<file path="config.mk">
export PLATFORM = sky130hd
export DESIGN_NAME = conv_read_port
export DESIGN_NICKNAME = d
export VERILOG_FILES = /design/src/rtl/conv_read_pkg.sv /design/src/rtl/crp_sync.sv /design/src/rtl/crp_edge.sv /design/src/rtl/crp_hold.sv /design/src/rtl/crp_shift.sv /design/src/rtl/conv_read_port.sv
export SDC_FILE = /design/constraint.sdc
export NUM_CORES = 1
export LEC_CHECK = 0
export BUFFER_PORTS_ARGS = -buffer_cell sky130_fd_sc_hd__buf_4
export CAP_MARGIN = 10
export CORE_ASPECT_RATIO = 1.25
export CORE_MARGIN = 4
export CORE_UTILIZATION = 30
export DETAILED_ROUTE_END_ITERATION = 10
export GPL_TIMING_DRIVEN = 0
export PLACE_DENSITY = 0.53
export SYNTH_ARGS = -nofsm -noshare
export SYNTH_HDL_FRONTEND = slang
export SYNTH_SLANG_ARGS = --single-unit
</file>
<file path="constraint.sdc">
create_clock -name clk_i -period 1.93 [get_ports clk_i]
set_clock_uncertainty 0.15 [all_clocks]
set_input_delay 0.193 -clock clk_i [delete_from_list [all_inputs] [get_ports clk_i]]
set_output_delay 0.193 -clock clk_i [all_outputs]
set_load 0.02 [all_outputs]
</file>
<file path="src/rtl/conv_read_pkg.sv">
package conv_read_pkg;
  typedef enum logic [1:0] {
    ST_IDLE  = 2'd0,
    ST_ARMED = 2'd1,
    ST_SHIFT = 2'd2,
    ST_DONE  = 2'd3
  } port_state_e;
endpackage

</file>
<file path="src/rtl/crp_sync.sv">
module crp_sync #(
  parameter int N      = 2,
  parameter int STAGES = 2
) (
  input  logic         clk_i,
  input  logic         rst_ni,
  input  logic [N-1:0] d_i,
  output logic [N-1:0] q_o
);
  logic [STAGES-1:0][N-1:0] stg_q;

  always_ff @(posedge clk_i or negedge rst_ni) begin
    if (!rst_ni) stg_q[0] <= '0;
    else         stg_q[0] <= d_i;
  end

  for (genvar g = 1; g < STAGES; g++) begin : g_stage
    always_ff @(posedge clk_i or negedge rst_ni) begin
      if (!rst_ni) stg_q[g] <= '0;
      else         stg_q[g] <= stg_q[g-1];
    end
  end

  assign q_o = stg_q[STAGES-1];
endmodule

</file>
<file path="src/rtl/crp_edge.sv">
module crp_edge #(
  parameter int N = 2
) (
  input  logic         clk_i,
  input  logic         rst_ni,
  input  logic [N-1:0] d_i,
  output logic [N-1:0] rise_o,
  output logic [N-1:0] fall_o
);
  logic [N-1:0] prev_q;

  always_ff @(posedge clk_i or negedge rst_ni) begin
    if (!rst_ni) prev_q <= '0;
    else         prev_q <= d_i;
  end

  assign rise_o = d_i & ~prev_q;
  assign fall_o = ~d_i & prev_q;
endmodule

</file>
<file path="src/rtl/crp_hold.sv">
module crp_hold #(
  parameter int W = 8
) (
  input  logic         clk_i,
  input  logic         rst_ni,
  input  logic         load_i,
  input  logic [W-1:0] data_i,
  input  logic         busy_i,
  output logic [W-1:0] hold_o
);
  logic [W-1:0] hold_q, park_q;
  logic         park_vld_q;

  // loads during a read are parked until the read ends
  always_ff @(posedge clk_i or negedge rst_ni) begin
    if (!rst_ni) begin
      hold_q     <= '0;
      park_q     <= '0;
      park_vld_q <= 1'b0;
    end else if (load_i && busy_i) begin
      park_q     <= data_i;
      park_vld_q <= 1'b1;
    end else if (load_i) begin
      hold_q     <= data_i;
      park_vld_q <= 1'b0;
    end else if (park_vld_q && !busy_i) begin
      hold_q     <= park_q;
      park_vld_q <= 1'b0;
    end
  end

  assign hold_o = hold_q;
endmodule

</file>
<file path="src/rtl/crp_shift.sv">
module crp_shift
  import conv_read_pkg::*;
#(
  parameter int W  = 8,
  parameter int CW = $clog2(W + 1)
) (
  input  logic          clk_i,
  input  logic          rst_ni,
  input  logic          arm_i,
  input  logic          sclk_rise_i,
  input  logic          sclk_fall_i,
  input  logic [W-1:0]  hold_i,
  output logic          sdo_o,
  output logic          oe_o,
  output logic          busy_o,
  output port_state_e   state_o,
  output logic [CW-1:0] cnt_o
);
  localparam logic [CW-1:0] LAST = CW'(W);

  port_state_e   state_q;
  logic [CW-1:0] cnt_q;
  logic [W-1:0]  sh_q;
  logic          oe_q;

  always_ff @(posedge clk_i or negedge rst_ni) begin
    if (!rst_ni) begin
      state_q <= ST_IDLE;
      cnt_q   <= '0;
      sh_q    <= '0;
      oe_q    <= 1'b0;
    end else if (arm_i) begin
      state_q <= ST_ARMED;
      cnt_q   <= '0;
      oe_q    <= 1'b0;
    end else begin
      unique case (state_q)
        ST_ARMED: if (sclk_rise_i) begin
          sh_q    <= hold_i;
          cnt_q   <= CW'(1);
          oe_q    <= 1'b1;
          state_q <= ST_SHIFT;
        end
        ST_SHIFT: begin
          if (sclk_rise_i && cnt_q != LAST) begin
            sh_q  <= {sh_q[W-2:0], 1'b0};
            cnt_q <= cnt_q + CW'(1);
          end else if (sclk_fall_i && cnt_q == LAST) begin
            oe_q    <= 1'b0;
            state_q <= ST_DONE;
          end
        end
        default: ;
      endcase
    end
  end

  assign sdo_o   = oe_q & sh_q[W-1];
  assign oe_o    = oe_q;
  assign busy_o  = (state_q == ST_SHIFT);
  assign state_o = state_q;
  assign cnt_o   = cnt_q;
endmodule

</file>
<file path="src/rtl/conv_read_port.sv">
module conv_read_port
  import conv_read_pkg::*;
#(
  parameter int W      = 8,
  parameter int STAGES = 2
) (
  input  logic         clk_i,
  input  logic         rst_ni,
  input  logic         sclk_i,
  input  logic         conv_i,
  input  logic [W-1:0] res_i,
  input  logic         res_load_i,
  output logic         sdo_o,
  output logic         sdo_oe_o,
  output logic         busy_o
);
  localparam int CW = $clog2(W + 1);

  logic [1:0]    raw, syn, rise, fall;
  logic [W-1:0]  hold_q;
  port_state_e   state_q;
  logic [CW-1:0] cnt_q;

  assign raw = {conv_i, sclk_i};

  crp_sync #(.N(2), .STAGES(STAGES)) u_sync (
    .clk_i(clk_i), .rst_ni(rst_ni), .d_i(raw), .q_o(syn)
  );

  crp_edge #(.N(2)) u_edge (
    .clk_i(clk_i), .rst_ni(rst_ni), .d_i(syn), .rise_o(rise), .fall_o(fall)
  );

  crp_hold #(.W(W)) u_hold (
    .clk_i(clk_i), .rst_ni(rst_ni), .load_i(res_load_i), .data_i(res_i),
    .busy_i(busy_o), .hold_o(hold_q)
  );

  crp_shift #(.W(W), .CW(CW)) u_shift (
    .clk_i(clk_i), .rst_ni(rst_ni), .arm_i(rise[1]),
    .sclk_rise_i(rise[0]), .sclk_fall_i(fall[0]), .hold_i(hold_q),
    .sdo_o(sdo_o), .oe_o(sdo_oe_o), .busy_o(busy_o),
    .state_o(state_q), .cnt_o(cnt_q)
  );
endmodule

</file>
# Word level (Yosys, flattened, before mapping)
# Index checks and enable logic that the tools add are counted.
[op_classes]
bitwise_logic = 7
eq_ne = 10
n_addsub = 1
reduce_logical = 13
n_mux = 22
[op_table]
columns = ["operator", "count"]
rows = [
  ["8-bit 2-to-1 mux", 4],
  ["8-bit one-hot mux with 2 select lines", 1],
  ["4-bit 2-to-1 mux", 3],
  ["2-bit 2-to-1 mux", 4],
  ["4-bit one-hot mux with 2 select lines", 1],
  ["4-bit AND reduction", 2],
  ["1-bit 2-to-1 mux", 7],
  ["3-bit by 2-bit inequality test with 1-bit output, second input constant", 2],
  ["3-bit inequality test, second input constant", 2],
  ["3-bit nonzero test", 2],
  ["4-bit by 1-bit adder with 4-bit output, second input constant", 1],
  ["4-bit equality test, second input constant", 1],
  ["1-bit logical AND", 4],
  ["4-bit inequality test, second input constant", 1],
  ["2-bit one-hot mux with 2 select lines", 1],
  ["2-bit nonzero test", 2],
  ["1-bit NOT", 3],
  ["3-bit AND reduction", 1],
  ["1-bit AND", 2],
  ["2-bit AND", 1],
  ["2-bit by 1-bit equality test with 1-bit output, second input constant", 1],
  ["2-bit equality test, second input constant", 1],
  ["2-bit by 1-bit inequality test with 1-bit output, second input constant", 1],
  ["2-bit inequality test, second input constant", 1],
  ["other kinds (4)", 4],
]
[word_totals]
output_inout_bits = 3
register_bits = 38
elab_cells = 63
input_bits = 13

# Logic depth before layout (Yosys ltp)
[depth]
ltp_word = 7
depth_mapped = 7
depth_no_buf = 6

# Modules after synthesis
# A second synthesis with hierarchy kept.
[hier_totals]
hier_cells = 157
hier_area_um2 = 1751.7
[modules_own_cells]
columns = ["module", "seq_area_each_um2", "instances", "cells_each", "area_each_um2"]
rows = [
  ["crp_shift", 375.4, 1, 86, 817.0],
  ["crp_hold", 425.4, 1, 59, 734.5],
  ["crp_sync", 100.1, 1, 6, 115.1],
  ["crp_edge", 50.0, 1, 6, 85.1],
]

# Least setup slack after synthesis
# OpenSTA, ideal clock, no wires.
[synth_timing]
path_type = "reg2reg"
from = "register u_shift.cnt_q[0] (netlist: u_shift.cnt_o[0])"
to = "register u_shift.sh_q[1]"
path_stages_with_launch = 7
required_ps = 1655
t_arrival_ps = 1614
slack_ps = 41
synth_period_minus_slack_ps = 1889
setup_time_ps = 125
n_path_buf = 1
cell_sequence = "dfrtp_1 -> inv_1 -> ha_1 -> and3b_1 -> clkbuf_1 -> o31ai_4 -> mux2_2"
[synth_between]
elab_chain_cells = 4
[synth_lines]
columns = ["element", "line", "text"]
rows = [
  ["from (decl)", "crp_shift.sv:22", "logic [CW-1:0] cnt_q;"],
  ["from (signal assigned)", "crp_shift.sv:47", "cnt_q <= cnt_q + CW'(1);"],
  ["4-bit inequality test", "crp_shift.sv:45", "if (sclk_rise_i && cnt_q != LAST) begin"],
  ["1-bit logical AND", "crp_shift.sv:45", ""],
  ["2-bit by 1-bit inequality test with 1-bit output (no line)", "-", ""],
  ["4-bit AND reduction (no line)", "-", ""],
  ["to (signal assigned)", "crp_shift.sv:39", "sh_q <= hold_i;"],
  ["to (signal assigned)", "crp_shift.sv:46", "sh_q <= {sh_q[W-2:0], 1'b0};"],
  ["to (decl)", "crp_shift.sv:23", "logic [W-1:0] sh_q;"],
]
# No other way between the ends.
# A chain may end at the register's enable or synchronous reset.

# Final worst setup path
[layout_timing]
from = "register u_shift.cnt_q[0] (netlist: u_shift.cnt_o[0])"
to = "register u_shift.sh_q[3]"
# Same word-level chain as after synthesis.

==> flow_summary.yaml <==
status:
  outcome: "finished clean"
setup_path:
  cp-startpoint: "u_shift.cnt_o[0]$_DFFE_PN0P_"
  end_kind: "flip-flop"
  cp_cell_sequence: "inv_1 -> ha_1 -> and3b_2 -> o31ai_4 -> buf_4 -> mux2_2"
  critical_path_class: "flip-flop to flip-flop"
  reg2reg_slack_ns: 0.1
  critPathRequiredTime_ns: 1.95
  crit_arrival_ns: 1.85
  crit_fanout: 5
  rr_worst_depth: 6
  cpMaxStageDelayCell: "dfrtp_1"
  critPathTopFamily: "flip-flops"
  r2r_end: "u_shift.sh_q[3]$_DFFE_PN0P_"
  rr_startpoint: "u_shift.cnt_o[0]$_DFFE_PN0P_"
  cpPeakStageDelay_ns: 0.35
  critPathLaunchType: "flip-flop"
  worst-path-buf-inv: 2
detailed_routing:
  drtPass1Iterations: 4
  routed_wl_um: 2920
  wl_per_cell_um: 11.8
  ant_nets: 0
  vias: 1152
  drc: 0
  via_per_inst: 4.65
  drtIter0Drc: 51
finish:
  fillCellCount: 528
  multi_input_area_sq_um: 677
  fin_cells: 248
  seqCellArea_sq_um: 951
  antenna_cells: 0
  final_area_sq_mm: 0.00213
  final_net_count: 198
  area_growth_pct: 26.8
  drive_above_1_share_pct: 25.5
place:
  io_buffer_count: 14
  place_area_sq_mm: 0.00187
  hpwl_um: 2070
  dp_cells: 228
  place_congestion: 0.835
  post-place-ws_ns: -0.152
synthesis:
  synth.largest_area_cell: "dfrtp_1"
  synthAdderAreaFrac_pct: 1.49
  synth_simple_gate_area_share_pct: 14.6
  synth.area.top_cells: "dfrtp_1, mux2_2, nand2_1"
  synth_edf_count: 0
  ys_types: 29
  async_flop_share_pct: 100
  yosysWarnings: 0
  synth_top_area_share_pct: 56.5
  syn_area_sq_mm: 0.00168
  synth_xor_area_share_pct: 0
  yosysSeqAreaShare_pct: 56.5
  ys.flop_type: "dfrtp_1"
  synthMuxAreaShare_pct: 14.8
  synth_nets: 165
  synth_compound_area_share_pct: 9.30
  avgSynthCellArea_sq_um: 11.2
  netlist_instances: 150
  ys_ff_latch: 38
  synth_top_family_by_area: "multiplexers"
timing:
  hold_viol_final: 0
  max_freq_ghz: 0.546
  tightestPinTransition_ns: 0.473
  setup_slack_ns: 0.0989
  setup_viol: 0
  slew_viol_final: 0
  grt_setup_unrepaired: "true"
  period_minus_slack_ns: 1.83
  post-route-period-util_pct: 94.9
  fin_hold_ws_ns: 0.141
  max_slew_margin_pct: 68.5
pwr:
  ir_drop_v: 0.000570
  clkPwrFrac_pct: 31.5
  power_frac_comb_pct: 23.2
  swShare_pct: 26.3
  leakagePower_nw: 0.990
  total_power_mw: 2.63
  p_seq_share_pct: 45.4
  p_per_area_mw_per_mm2: 1230
  internal_power_mw: 1.94
  switching_power_uw: 690
min_path:
  holdPathStages: 3
  min_from: "res_load_i"
  hold_path_end: "u_hold.park_vld_q$_DFFE_PN0P_"
  hold_path.class: "primary input to flip-flop"
clock_tree:
  cts-root-buf: "clkbuf_8"
  numCtsBuffers: 5
  clock_tree.buffer_depth: 2
  clk_pin_slew_ns: 0.08
  cts_tree: "yes"
  cts_sinks: 38
  htree_levels: 2
  clk_latency_ns: 0.28
floorplan:
  io_pins: 16
  rows: 30
  core_area_sq_mm: 0.00544
  dieHeight_um: 91.7
  start_util_pct: 30.9
  die_width_um: 75.0
  die_area_sq_mm: 0.00687
global_routing:
  grt_max_degree: 39
  grt_overflow: 0
  track_usage_pct: 9.69
  grt_pass1_wl_um: 5210
  grt_pass1_vias: 1161
  antenna_found_initial: 0
job:
  maxCapViolations: 0
tightest hold or removal path, cell delays in order:
cell	delay [ns]
buf_4	0.18
nor2_1	0.08
nor2_1	0.08
through the flow:
stage	TNS, ns	util, %
detailed placement	-1.03	34.3
floorplan	0	-
global route	-0.0113	39.2
finish	0	39.2
CTS	0	39.2
global placement	-0.962	34.3
state kept, by name (all words and copies together) (netlist names):
register and count:
u_edge.prev_q 2, u_hold.hold_o 8, u_hold.park_q 8, u_hold.park_vld_q 1
u_shift.cnt_o 4, u_shift.oe_o 1, u_shift.sh_q 8, u_shift.state_o 2
u_sync.q_o 2, u_sync.stg_q 2
synth_stat cells, types with 2 or more instances:
| master | instances |
|---|---|
| nor2_1 | 15 |
| mux2_2 | 15 |
| inv_1 | 8 |
| mux2i_1 | 8 |
| nand2_1 | 22 |
| a21oi_1 | 12 |
| or3_1 | 2 |
| dfrtp_1 | 38 |
| ha_1 | 2 |
| clkbuf_1 | 2 |
| nand2b_4 | 2 |
| o21ai_0 | 6 |
| buf_2 | 2 |
cells in the final DEF, fill, tap and decap left out, types with 2 or more instances in the layout:
cell and instances:
nand2b_4 2, buf_4 17, nand2_1 22, nor2_1 15, bufinv_16 2, mux2i_1 8
a21oi_1 12, buf_2 2, inv_1 8, or3_1 2, clkbuf_8 6, dfrtp_1 38
mux2_2 15, ha_1 2, o21ai_0 6, dlygate4sd3_1 11
kinds of logic (layout without fill, tap and decap cells):
logic type,count (synthesis),in the layout
simple gates,50,50
flops,38,38
compound gates,24,24
mux,23,23
buf+inv,13,47
fa+ha+maj,2,2
worst max path at each step:
stage / to / slack [ns] / depth (start not counted)
after floorplan: u_shift.sh_q[1]$_DFFE_PN0P_ / 0.04 / 6
after global placement: u_shift.sh_q[1]$_DFFE_PN0P_ / -0.14 / 6
after detailed placement: u_shift.sh_q[4]$_DFFE_PN0P_ / -0.15 / 6
after CTS: u_shift.sh_q[4]$_DFFE_PN0P_ / 0.006 / 7
after global routing: u_shift.sh_q[4]$_DFFE_PN0P_ / -0.01 / 6
final: u_shift.sh_q[3]$_DFFE_PN0P_ / 0.1 / 6
layout make-up:
type,instances,share of cell area [%]
clock buffer,6,3.87
buffer,4,0.998
sequential,38,44.6
multi-input combinational,99,31.7
timing repair buffer,27,10.8
tap,64,3.76
inverter,8,1.41
clock inverter,2,2.82
power by group through the flow:
stage	combinational, mW	clock, mW	sequential (mW)
floorplan	0.449	0	1.18
global placement	0.575	0	1.20
detailed placement	0.592	0	1.21
CTS	0.618	0.854	1.19
global route	0.694	0.887	1.23
finish	0.608	0.826	1.19
repair_timing:
item                                   4_1_cts  5_1_grt
gates resized for setup                      0        1
endpoints found under the hold margin       48        0
setup endpoints to repair                    7        9
hold buffers                                11        0
setup buffers                                2        0
pin swaps                                    1        0
metal layers:
metal	vias up	part of all wire (%)	global-route usage, %
li1	579	-	-
met1	541	47	13.0
met2	26	46	14.2
met3	6	5.4	3.62
met4	0	1.4	3.12
met5	-	0	0
Note: power is estimated with default switching activity, not from simulation.
